**src/rtl/wkt_pkg.sv**
```systemverilog
package wkt_pkg;

    localparam int WKT_DW    = 32;
    localparam int WKT_PRE_W = 12;
    localparam int WKT_AW    = 3;

    typedef enum logic [WKT_AW-1:0] {
        A_CTRL  = 3'd0,
        A_CMP   = 3'd1,
        A_COUNT = 3'd2,
        A_STAT  = 3'd3,
        A_TEST  = 3'd4,
        A_CAUSE = 3'd5
    } wkt_addr_e;

    typedef enum logic {
        ST_IDLE  = 1'b0,
        ST_COUNT = 1'b1
    } wkt_state_e;

endpackage

```
**src/rtl/wkt_divider.sv**
```systemverilog
module wkt_divider
    import wkt_pkg::*;
#(
    parameter int PRE_W = WKT_PRE_W
) (
    input  logic             clk_i,
    input  logic             rst_ni,
    input  logic             run_i,
    input  logic [PRE_W-1:0] divide_i,
    output logic             step_o
);

    wkt_state_e       state_q, state_d;
    logic [PRE_W-1:0] div_q, div_d;

    // state register
    always_ff @(posedge clk_i or negedge rst_ni) begin
        if (!rst_ni) begin
            state_q <= ST_IDLE;
            div_q   <= '0;
        end else begin
            state_q <= state_d;
            div_q   <= div_d;
        end
    end

    // transitions: go (IDLE->COUNT), halt (COUNT->IDLE)
    always_comb begin
        state_d = state_q;
        unique case (state_q)
            ST_IDLE:  if (run_i)  state_d = ST_COUNT;
            ST_COUNT: if (!run_i) state_d = ST_IDLE;
        endcase
    end

    // outputs and divide counter
    always_comb begin
        step_o = 1'b0;
        div_d  = '0;
        unique case (state_q)
            ST_IDLE: div_d = '0;
            ST_COUNT: begin
                if (run_i) begin
                    if (div_q >= divide_i) begin
                        step_o = 1'b1;
                    end else begin
                        div_d = div_q + 1'b1;
                    end
                end
            end
        endcase
    end

    // a non-zero divide never yields two steps back to back
    assert_no_double_step_R4: assert property (@(posedge clk_i) disable iff (!rst_ni)
        (step_o && divide_i != '0) |=> (!step_o || divide_i == '0));

    // a lowered divide below the running count steps at once
    assert_shrink_step_R11: assert property (@(posedge clk_i) disable iff (!rst_ni)
        (state_q == ST_COUNT && run_i && $stable(divide_i) && $past(div_q) > divide_i
         && !$past(step_o)) |-> step_o);

endmodule

```
**src/rtl/wkt_counter.sv**
```systemverilog
module wkt_counter #(
    parameter int DW = 32
) (
    input  logic          clk_i,
    input  logic          rst_ni,
    input  logic          step_i,
    input  logic          load_i,
    input  logic [DW-1:0] load_val_i,
    input  logic [DW-1:0] compare_i,
    output logic [DW-1:0] count_o,
    output logic          hit_o
);

    logic [DW-1:0] cnt_q;

    always_ff @(posedge clk_i or negedge rst_ni) begin
        if (!rst_ni) begin
            cnt_q <= '0;
        end else if (load_i) begin
            cnt_q <= load_val_i;
        end else if (step_i) begin
            cnt_q <= cnt_q + 1'b1;
        end
    end

    assign count_o = cnt_q;
    assign hit_o   = step_i && (cnt_q >= compare_i);

    // no step and no load leaves the count alone
    assert_hold_R3: assert property (@(posedge clk_i) disable iff (!rst_ni)
        (!step_i && !load_i) |=> cnt_q == $past(cnt_q));

    // a step adds exactly one
    assert_step_R4: assert property (@(posedge clk_i) disable iff (!rst_ni)
        (step_i && !load_i) |=> cnt_q == DW'($past(cnt_q) + 1'b1));

    // a load wins over a step
    assert_load_R5: assert property (@(posedge clk_i) disable iff (!rst_ni)
        load_i |=> cnt_q == $past(load_val_i));

endmodule

```
**src/rtl/wkt_flags.sv**
```systemverilog
module wkt_flags (
    input  logic clk_i,
    input  logic rst_ni,
    input  logic hit_i,
    input  logic test_set_i,
    input  logic stat_clr_i,
    input  logic cause_clr_i,
    output logic status_o,
    output logic cause_o
);

    logic stat_q, cause_q;

    always_ff @(posedge clk_i or negedge rst_ni) begin
        if (!rst_ni) begin
            stat_q  <= 1'b0;
            cause_q <= 1'b0;
        end else begin
            if (hit_i || test_set_i) begin
                stat_q <= 1'b1;
            end else if (stat_clr_i) begin
                stat_q <= 1'b0;
            end
            if (hit_i) begin
                cause_q <= 1'b1;
            end else if (cause_clr_i) begin
                cause_q <= 1'b0;
            end
        end
    end

    assign status_o = stat_q;
    assign cause_o  = cause_q;

    // a hit always leaves the status set
    assert_hit_sets_R6: assert property (@(posedge clk_i) disable iff (!rst_ni)
        hit_i |=> stat_q);

    // an uncontested clear drops the status
    assert_clear_R7: assert property (@(posedge clk_i) disable iff (!rst_ni)
        (stat_clr_i && !hit_i && !test_set_i) |=> !stat_q);

    // without a hit the cause cannot rise
    assert_test_no_cause_R8: assert property (@(posedge clk_i) disable iff (!rst_ni)
        (!cause_q && !hit_i) |=> !cause_q);

    // the cause only falls on its clear
    assert_cause_sticky_R9: assert property (@(posedge clk_i) disable iff (!rst_ni)
        (cause_q && !cause_clr_i) |=> cause_q);

endmodule

```
**src/rtl/wake_timer.sv**
```systemverilog
module wake_timer
    import wkt_pkg::*;
#(
    parameter int DW    = WKT_DW,
    parameter int PRE_W = WKT_PRE_W,
    parameter int AW    = WKT_AW
) (
    input  logic          clk_i,
    input  logic          rst_ni,
    input  logic          reg_we_i,
    input  logic [AW-1:0] reg_addr_i,
    input  logic [DW-1:0] reg_wdata_i,
    output logic [DW-1:0] reg_rdata_o,
    output logic          irq_o,
    output logic          wake_o
);

    localparam int CTRL_PAD = DW - PRE_W - 1;

    logic             run_q;
    logic [PRE_W-1:0] divide_q;
    logic [DW-1:0]    compare_q;
    logic [DW-1:0]    count;
    logic             step, hit, status, cause;
    logic             wr_ctrl, wr_cmp, wr_count, wr_stat, wr_test, wr_cause;

    always_comb begin
        wr_ctrl  = reg_we_i && (reg_addr_i == A_CTRL);
        wr_cmp   = reg_we_i && (reg_addr_i == A_CMP);
        wr_count = reg_we_i && (reg_addr_i == A_COUNT);
        wr_stat  = reg_we_i && (reg_addr_i == A_STAT);
        wr_test  = reg_we_i && (reg_addr_i == A_TEST);
        wr_cause = reg_we_i && (reg_addr_i == A_CAUSE);
    end

    always_ff @(posedge clk_i or negedge rst_ni) begin
        if (!rst_ni) begin
            run_q     <= 1'b0;
            divide_q  <= '0;
            compare_q <= '0;
        end else begin
            if (wr_ctrl) begin
                run_q    <= reg_wdata_i[0];
                divide_q <= reg_wdata_i[PRE_W:1];
            end
            if (wr_cmp) begin
                compare_q <= reg_wdata_i;
            end
        end
    end

    wkt_divider #(.PRE_W(PRE_W)) u_div (
        .clk_i    (clk_i),
        .rst_ni   (rst_ni),
        .run_i    (run_q),
        .divide_i (divide_q),
        .step_o   (step)
    );

    wkt_counter #(.DW(DW)) u_cnt (
        .clk_i      (clk_i),
        .rst_ni     (rst_ni),
        .step_i     (step),
        .load_i     (wr_count),
        .load_val_i (reg_wdata_i),
        .compare_i  (compare_q),
        .count_o    (count),
        .hit_o      (hit)
    );

    wkt_flags u_flags (
        .clk_i       (clk_i),
        .rst_ni      (rst_ni),
        .hit_i       (hit),
        .test_set_i  (wr_test && reg_wdata_i[0]),
        .stat_clr_i  (wr_stat && reg_wdata_i[0]),
        .cause_clr_i (wr_cause && !reg_wdata_i[0]),
        .status_o    (status),
        .cause_o     (cause)
    );

    always_comb begin
        reg_rdata_o = '0;
        unique case (reg_addr_i)
            A_CTRL:  reg_rdata_o = {{CTRL_PAD{1'b0}}, divide_q, run_q};
            A_CMP:   reg_rdata_o = compare_q;
            A_COUNT: reg_rdata_o = count;
            A_STAT:  reg_rdata_o = {{(DW-1){1'b0}}, status};
            A_CAUSE: reg_rdata_o = {{(DW-1){1'b0}}, cause};
            default: reg_rdata_o = '0;
        endcase
    end

    assign irq_o  = status;
    assign wake_o = cause;

    // a stopped timer never steps on the cycle after the stop is seen
    assert_stopped_R3: assert property (@(posedge clk_i) disable iff (!rst_ni)
        (!run_q && !$past(run_q)) |-> !step);

endmodule

```
**config.mk**
```make
export PLATFORM = sky130hd
export DESIGN_NAME = wake_timer
export DESIGN_NICKNAME = d
export VERILOG_FILES = /design/src/rtl/wkt_pkg.sv /design/src/rtl/wkt_divider.sv /design/src/rtl/wkt_counter.sv /design/src/rtl/wkt_flags.sv /design/src/rtl/wake_timer.sv
export SDC_FILE = /design/constraint.sdc
export NUM_CORES = 1
export LEC_CHECK = 0
export ABC_AREA = 1
export BUFFER_PORTS_ARGS = -buffer_cell sky130_fd_sc_hd__buf_4
export CAP_MARGIN = 20
export CORE_MARGIN = 3
export CORE_UTILIZATION = 58
export DETAILED_ROUTE_END_ITERATION = 8
export PLACE_DENSITY = 0.79
export SLEW_MARGIN = 20
export SYNTH_ARGS = -nofsm -noshare
export SYNTH_HDL_FRONTEND = slang
export SYNTH_SLANG_ARGS = --single-unit
export TNS_END_PERCENT = 5
```
**constraint.sdc**
```tcl
create_clock -name clk_i -period 4.55 [get_ports clk_i]
set_input_delay 0.455 -clock clk_i [delete_from_list [all_inputs] [get_ports clk_i]]
set_output_delay 0.455 -clock clk_i [all_outputs]
set_load 0.01 [all_outputs]
```
Word level (Yosys, flattened, before mapping):

Index checks and enable logic that the tools add are counted.

* order comparisons: 2
* add/subtract/negate cells: 2
* muxes and demuxes: 14
* eq/ne operators: 5
* reduce and logical (&&, ||, !) cells: 16
* bitwise logic cells: 1

Operators by type and width (number)
* 32-bit one-hot mux with 5 select lines: 1
* 32-bit two-way mux: 2
* 32-bit by 1-bit adder with 32-bit output, second input constant: 1
* 32-bit >= comparator: 1
* 12-bit two-way mux: 2
* 12-bit one-hot mux with 2 select lines: 1
* 12-bit by 1-bit adder with 12-bit output, second input constant: 1
* 12-bit >= comparator: 1
* 1-bit logical AND: 10
* 1-bit two-way mux: 8
* 3-bit by 2-bit == test with 1-bit output, second input constant: 2
* 3-bit == test, second input constant: 2
* 2-bit nonzero test: 3
* 3-bit by 1-bit == test with 1-bit output, second input constant: 1
* 3-bit logical NOT: 1
* 1-bit logical NOT: 1
* 1-bit logical OR: 1
* 1-bit inverter: 1

* logic and storage cells: 48
* register bits: 92
* output and inout bits: 34

Logic depth before layout (Yosys ltp):

Gate-level depths: netlist of the first run.

* word-level depth: 7
* mapped depth: 14
* depth with buffers taken out: 14

Cells and area by module:

Synthesis of the first run repeated with hierarchy kept, for this count alone.

* cell total of the unflattened synthesis: 899
* area total of the unflattened synthesis: 6357.3 um^2

Modules (own cells, without submodules)
* wkt_counter: cells an instance 424, instances 1, area each 2979.1 um^2
* wake_timer: cells an instance 318, instances 1, area each 2301.0 um^2
* wkt_divider: cells an instance 147, instances 1, area each 997.2 um^2
* wkt_flags: cells an instance 10, instances 1, area each 80.1 um^2

Worst setup path after synthesis of the first run:

Ideal clock, no wire load.

* path type: input to output
* start: in reg_addr_i[1]
* end: out reg_rdata_o[1]
* path buffers: 1
* arrival time: 1.260 ns
* slack: 2.835 ns
* required time: 4.095 ns
* cell stages on the path: 7
* cells stage by stage: inv_1 nor2_2 nand2_4 inv_1 buf_2 nand2_1 o211ai_1

* word-level cells in the longest chain between the ends: 2

RTL lines
* start, declared: RTL line wake_timer.sv:11 `input logic [AW-1:0] reg_addr_i,`
* 3-bit == test (tied with other cells): RTL line wake_timer.sv:84 `unique case (reg_addr_i)`
* 32-bit one-hot mux with 5 select lines (*): RTL line wake_timer.sv:84
* end, declared: RTL line wake_timer.sv:13 `output logic [DW-1:0] reg_rdata_o,`

Every way passes the cells marked *; elsewhere a longest branch is shown, timed or not.

Worst setup path in the final report of the first run:

* start: reg u_div.div_q[3]
* end: reg u_cnt.cnt_q[25], in the netlist u_cnt.count_o[25]

* word-level cells in the longest chain between the ends: 5

RTL lines
* start, declared: RTL line wkt_divider.sv:14 `logic [PRE_W-1:0] div_q, div_d;`
* start signal, assigned: RTL line wkt_divider.sv:23 `div_q <= div_d;`
* 12-bit >= comparator: RTL line wkt_divider.sv:44 `if (div_q >= divide_i) begin`
* 1-bit two-way mux: RTL line wkt_divider.sv:44
* 1-bit two-way mux: RTL line wkt_divider.sv:43 `if (run_i) begin`
* 1-bit two-way mux: RTL line wkt_divider.sv:40 `unique case (state_q)`
* 2-bit nonzero test (no source line)
* end signal, assigned: RTL line wkt_counter.sv:20 `cnt_q <= load_val_i;`
* end signal, assigned: RTL line wkt_counter.sv:22 `cnt_q <= cnt_q + 1'b1;`
* end, declared: RTL line wkt_counter.sv:14 `logic [DW-1:0] cnt_q;`

Every way passes these cells.
A chain may end at the register's enable or synchronous reset.

==> flow_summary_export.csv, run 1 <==
group,metric,value,unit
status,status,"completed",
synthesis,synth_common_cells,"307 x nand2_1, 97 x inv_1, 92 x dfrtp_1",
die,fp.dieW,111,um
global_route,met1_usage,35.3,%
cells_and_area,fin_nets,1053,
synthesis,synth_largest_area_cell,"dfrtp_1",
clock_tree,clkSinkCount,92,
critical_path,reg2reg_depth,10,
critical_path,r2r_slack,1.82,ns
cells_and_area,seq_area,0.00230,mm^2
critical_path,crit_cells,10,
global_route,grt-busiest-layer,"met2",
die,die_y,111,um
critical_path,path_delay_family,"simple AND/OR/NAND/NOR gates",
die,ios,72,
cells_and_area,num_antenna_cells,0,
synthesis,yosysTopAreaCellShare,35.7,%
global_route,grtUsageMet2,43.4,%
placement,io_buffers,71,
sta,period_needed,2.73,ns
detailed_routing,finalWirelength,16200,um
synthesis,synth.area.top_cells,"dfrtp_1 36%, nand2_1 18%, ha_1 8.9%, inv_1 5.6%, nor2_1 5.0%",
die,start_util,61.1,%
critical_path,r2r-start,"u_div.div_q[3]$_DFF_PN0_",
sta,setup_ws,1.82,ns
power_and_ir_drop,p_total,2.70,mW
sta,timing.fmax,366,MHz
critical_path,path_cells,"ha_1 > nand2_1 > o21bai_1 > nand2_1 > nand2_1 > nand4_1 > nand2_2 > nand2_2 > nand2_1 > nand2_1",
critical_path,worstPathRequired,4.82,ns
global_route,track_usage,26.2,%
die,die-area,0.0124,mm^2
detailed_routing,drt-initial-drc-count,510,
sta,tns,0,ns
global_route,grt_pass1_vias,5683,
detailed_routing,ant_nets,0,
die,core_area,0.0106,mm^2
critical_path,crit_start,"u_div.div_q[3]$_DFF_PN0_",
synthesis,syn-num-nets,1000,
placement,gp_congestion,0.939,
power_and_ir_drop,power.leakage,3.76,nW
sta,finClkSkew,0.00902,ns
critical_path,critPathSlowestCell,"nand2_2",
sta,slew-limit-headroom,34.8,%
critical_path,crit_buf_inv,0,
critical_path,cp_max_fo,34,
critical_path,r2r_end,"u_cnt.count_o[25]$_DFFE_PN0P_",
global_route,grt_antenna_before_repair,0,
power_and_ir_drop,ir_drop,0.000254,V
clock_tree,cts_setup_buffers,0,
synthesis,synth_ff_type,"dfrtp_1",
clock_tree,htreeDepth,3,
sta,slew_violations,0,
clock_tree,ctsHoldBuffers,0,
synthesis,synthArstFlopShare,100,%
critical_path,crit_top_cell,"nand2_1",
sta,setup_viol,0,
detailed_routing,vias_per_cell,5.42,
synthesis,syn_area_per_cell,7.04,um^2
synthesis,netlist_area,0.00644,mm^2
synthesis,synth_cell_types,34,
cells_and_area,fillCellCount,941,
synthesis,yosysSeqAreaShare,35.7,%
cells_and_area,drive_above_1_share,12.4,%
detailed_routing,num_vias,6013,
clock_tree,clk_path_buf_depth,2,
clock_tree,clk_latency,0.38,ns
synthesis,ys_warn_count,0,
clock_tree,cts_resized,0,
worst_hold_path,hold_class,"primary input to async pin",
power_and_ir_drop,power_density,373,mW/mm^2
sta,finalHoldViolations,0,
sta,rsz0062_at_grt,"no",
synthesis,synth_edf_count,0,
cells_and_area,area_delta_synth_final,12.6,%
global_route,gr-total-overflow,0,
synthesis,synth_most_common_cell,"nand2_1",
die,rows,37,
cells_and_area,multi_input_area,0.00362,mm^2
clock_tree,clkSlewWorstSetupHoldPaths,0.09,ns
global_route,grt_pass1_wl,27000,um
synthesis,synth-seq-cells,92,
synthesis,syn_inst,916,
detailed_routing,wire_per_inst,14.6,um
critical_path,critical_path.max_stage_delay,0.59,ns
critical_path,end_kind,"register",
global_route,grt_start_max_net_pins,65,
run,max-cap-violations,0,
critical_path,cp-endpoint,"u_cnt.count_o[25]$_DFFE_PN0P_",
placement,dpl_worst_slack,1.68,ns
detailed_routing,drc,0,
critical_path,crit_arrival,3.00,ns
clock_tree,ctsRootBufferMaster,"clkbuf_8",
clock_tree,cts_made_buffers,9,
critical_path,path_class,"register to register",
sta,tightest_slew,0.977,ns
placement,hpwl,12100,um
clock_tree,cts_tree,"yes",
global_route,grt_util_met3,5.38,%
detailed_routing,firstDrtPassIters,5,
sta,fin_crit_sh,60.0,%
critical_path,start_kind,"register",
-- worst reg2reg max path: stages, from the launching register on --
cell      delay (ns)
dfrtp_1         0.45
ha_1            0.31
nand2_1         0.08
o21bai_1        0.11
nand2_1         0.08
nand2_1         0.06
nand4_1         0.11
nand2_2         0.53
nand2_2         0.59
nand2_1         0.23
nand2_1         0.07
-- cells in the final DEF (no fill, tap or decap), types with 2 or more instances in the layout --
| master | count |
|---|---|
| o221ai_1 | 11 |
| ha_1 | 46 |
| o21a_1 | 3 |
| bufinv_16 | 2 |
| o21ai_1 | 5 |
| dfrtp_1 | 92 |
| xnor2_1 | 7 |
| nand2_2 | 7 |
| nor2_2 | 5 |
| nand3_1 | 60 |
| nand2_4 | 5 |
| nor2_4 | 7 |
| nand4_1 | 8 |
| xor2_1 | 16 |
| nand2_1 | 307 |
| o22ai_1 | 15 |
| a21oi_1 | 37 |
| nor2_8 | 2 |
| clkbuf_8 | 10 |
| inv_2 | 6 |
| buf_4 | 73 |
| nor2_1 | 85 |
| inv_1 | 97 |
| o21ai_0 | 53 |
| and3_1 | 2 |
| a21o_1 | 2 |
-- state kept, by name, indices dropped and copies added (netlist names) --
name	cells
compare_q	32
run_q	1
u_div.div_q	12
u_div.state_q	1
u_cnt.count_o	32
u_flags.cause_o	1
divide_q	12
u_flags.status_o	1
-- power breakdown --
| group | switching (mW) | internal, mW | total (mW) | leakage [nW] |
|---|---|---|---|---|
| sequential | 0.206 | 0.980 | 1.19 | 1.16 |
| clock | 0.307 | 0.327 | 0.633 | 0.114 |
| combinational | 0.523 | 0.361 | 0.885 | 2.49 |
| total | 1.04 | 1.67 | 2.70 | 3.76 |
-- metal layers --
metal	part of all wire (%)	wire length (um)	vias to the layer above
li1	-	-	3048
met1	46	7400	2770
met2	48	7760	169
met3	4.7	763	26
met4	1.5	249	0
met5	0	0	-
-- kinds of logic after synthesis --
family,Yosys count,synth area share [%]
xor+xnor,23,3.13
fa+ha+maj,46,8.93
flops,92,35.7
compound gates,129,11.3
buf+inv,134,8.11
simple gates,492,32.8
-- how the worst min path moves through the flow --
stage,start,slack (ns),to,depth (start not counted)
after floorplan,rst_ni,0.16,compare_q[0]$_DFFE_PN0P_,0
after global placement,run_q$_DFFE_PN0P_,0.41,u_div.state_q$_DFF_PN0_,0
after detailed placement,run_q$_DFFE_PN0P_,0.42,u_div.state_q$_DFF_PN0_,0
after CTS,rst_ni,0.18,divide_q[8]$_DFFE_PN0P_,1
after global routing,rst_ni,0.22,divide_q[8]$_DFFE_PN0P_,1
final,rst_ni,0.15,divide_q[8]$_DFFE_PN0P_,1
-- metrics by stage --
stage	util (%)	instance area (um^2)	instances	hold slack (ns)
floorplan	-	6440	916	0.159
detailed placement	66.6	7030	1094	0.419
CTS	68.7	7250	1110	0.176
global route	68.7	7260	1110	0.219
global placement	66.6	7030	1094	0.414
finish	68.7	7260	1110	0.151
-- layout make-up --
cell class | instances | area share, %
clock buffer | 11 | 1.95
clock inverter | 5 | 1.14
tap | 136 | 2.35
sequential | 92 | 31.7
inverter | 103 | 5.33
multi-input combinational | 690 | 50.0
timing repair buffer | 73 | 7.55
(Power assumes the default switching activity.)
==> inputs of run 2 (changes only) <==
clock period = 2.67 ns   (was 4.55 ns; I/O delays follow)
==> run 2 against run 1 <==
Effect of this change: combinational power is 69% higher; setup slack worse by 1.2 ns; maximum frequency is 32% higher; hold slack worse by 0.0074 ns; power is 76% higher; global-route usage is 0.91 points higher; first-iteration DRC count is 20% higher; via count is 2.1% higher; critical path depth is 3 higher; wire length is 4.2% higher; register-to-register slack worse by 1.2 ns; critical endpoint is now u_cnt.count_o[17]$_DFFE_PN0P_; highest routed layer unchanged.
==> flow_summary_export.csv, run 2 (synthesis gave the netlist of run 1 again) <==
group,metric,value,unit
status,status,"completed",
sta,slew_violations,0,
critical_path,crit_arrival,2.38,ns
die,fp.dieW,111,um
detailed_routing,finalWirelength,16800,um
clock_tree,clk_path_buf_depth,2,
sta,finalHoldWorstSlack,0.144,ns
worst_hold_path,hold_class,"primary input to register",
sta,tns,0,ns
power_and_ir_drop,internal_power,2.97,mW
clock_tree,clkSlewWorstSetupHoldPaths,0.10,ns
critical_path,start_kind,"register",
run,max-cap-violations,0,
die,core_area,0.0106,mm^2
cells_and_area,fin_nets,1059,
power_and_ir_drop,power_density,645,mW/mm^2
critical_path,path_class,"register to register",
detailed_routing,vias_per_cell,5.50,
die,start_util,61.1,%
detailed_routing,drc,0,
worst_hold_path,hp-start,"reg_wdata_i[28]",
clock_tree,cts_setup_buffers,0,
power_and_ir_drop,p_switching,1.78,mW
global_route,track_usage,27.1,%
detailed_routing,wire_per_inst,15.1,um
power_and_ir_drop,netSwitchingFraction,37.5,%
placement,gp_congestion,0.985,
sta,timing.fmax,484,MHz
power_and_ir_drop,p_clk_share,25.6,%
cells_and_area,layout_commonest_cell,"nand2_1",
clock_tree,cts_resized,0,
sta,finClkSkew,0.0150,ns
global_route,grt_pass1_vias,5656,
sta,rsz0062_at_grt,"no",
die,ios,72,
power_and_ir_drop,power.leakage,3.80,nW
cells_and_area,num_antenna_cells,0,
clock_tree,clkSinkCount,92,
die,die_y,111,um
sta,period_needed,2.07,ns
critical_path,end_kind,"register",
global_route,grt_pass1_wl,27900,um
placement,io_buffers,71,
critical_path,cp_max_fo,20,
critical_path,r2r-start,"divide_q[11]$_DFFE_PN0P_",
sta,setup_viol,0,
cells_and_area,final_cell_mix,"307 x nand2_1, 97 x inv_1, 92 x dfrtp_1, 85 x nor2_1, 76 x buf_4",
die,rows,37,
critical_path,worstPathRequired,2.98,ns
clock_tree,clk_latency,0.38,ns
detailed_routing,drt-initial-drc-count,614,
critical_path,crit_start,"divide_q[11]$_DFFE_PN0P_",
clock_tree,ctsRootBufferMaster,"clkbuf_8",
global_route,gr-total-overflow,0,
sta,slew-limit-headroom,48.8,%
detailed_routing,firstDrtPassIters,5,
sta,finalHoldViolations,0,
power_and_ir_drop,ir_drop,0.000421,V
detailed_routing,num_vias,6140,
clock_tree,htreeDepth,3,
sta,fin_crit_sh,77.4,%
cells_and_area,area_delta_synth_final,14.2,%
power_and_ir_drop,p_comb_share,31.6,%
placement,hpwl,12400,um
global_route,grt_start_max_net_pins,51,
clock_tree,cts_tree,"yes",
power_and_ir_drop,seqPwrFrac,42.8,%
detailed_routing,ant_nets,0,
global_route,grt_antenna_before_repair,0,
clock_tree,cts_made_buffers,9,
die,die-area,0.0124,mm^2
sta,tightest_slew,0.767,ns
cells_and_area,drive_above_1_share,13.0,%
run 2: final cells by class:
class,instances,area (um^2)
Sequential cell,92,2300
Tap cell,136,170
Clock inverter,5,106
Clock buffer,11,151
Timing Repair Buffer,79,621
Multi-Input combinational cell,690,3620
Inverter,103,387
Fill cell,934,3200
run 2: power groups by stage:
stage	logic, mW	registers [mW]	clock network, mW
after floorplan	1.09	1.95	0
after global placement	1.45	2.04	0
after detailed placement	1.48	2.04	0
after CTS	1.50	2.02	1.23
after global routing	1.74	2.07	1.29
final	1.50	2.03	1.21
run 2: final timing paths:
check / slack [ns] / endpoint / cells past startpoint
setup / recovery: 0.60 / u_cnt.count_o[17]$_DFFE_PN0P_ / 13
hold / removal: 0.14 / compare_q[28]$_DFFE_PN0P_ / 3
setup reg to reg: 0.60 / u_cnt.count_o[17]$_DFFE_PN0P_ / 13
hold reg to reg: 0.47 / u_div.div_q[0]$_DFF_PN0_ / 1
max in group asynchronous: 1.57 / compare_q[26]$_DFFE_PN0P_ / 3
min in group asynchronous: 0.42 / u_div.div_q[9]$_DFF_PN0_ / 2
run 2: through the flow:
stage          instance area [um^2]  total power, mW  std cells  utilization, %  worst slack, ns
6_report                       7360             4.75       1116            69.7            0.602
3_3_place_gp                   7090             3.49       1099            67.2            0.669
5_1_grt                        7360             5.10       1116            69.7            0.380
3_5_place_dp                   7090             3.53       1099            67.2            0.651
4_1_cts                        7360             4.75       1116            69.7            0.620
2_1_floorplan                  6440             3.04        916               -            0.973
run 2: repair_timing:
| action | CTS | global route |
|---|---|---|
| hold buffers | 1 | 0 |
| setup endpoints to repair | 0 | 0 |
| endpoints found under the hold margin | 42 | 0 |
run 2: worst max-delay path: stages (launching register included):
cell	delay, ns
dfrtp_1	0.36
inv_1	0.06
ha_1	0.29
nand2_1	0.07
nor2_1	0.20
nand2_1	0.08
nor2_1	0.09
nand2_1	0.05
nand4_1	0.10
nand2_2	0.08
nand2_2	0.27
buf_12	0.21
nand2_1	0.07
nand2_1	0.05
run 2: per-layer routing:
layer	track usage, %	vias to the layer above	part of all wire (%)
met5	0	-	0
met4	7.14	0	1.8
met3	5.05	26	6.7
met2	44.1	236	48
met1	37.6	2819	44
li1	-	3059	-
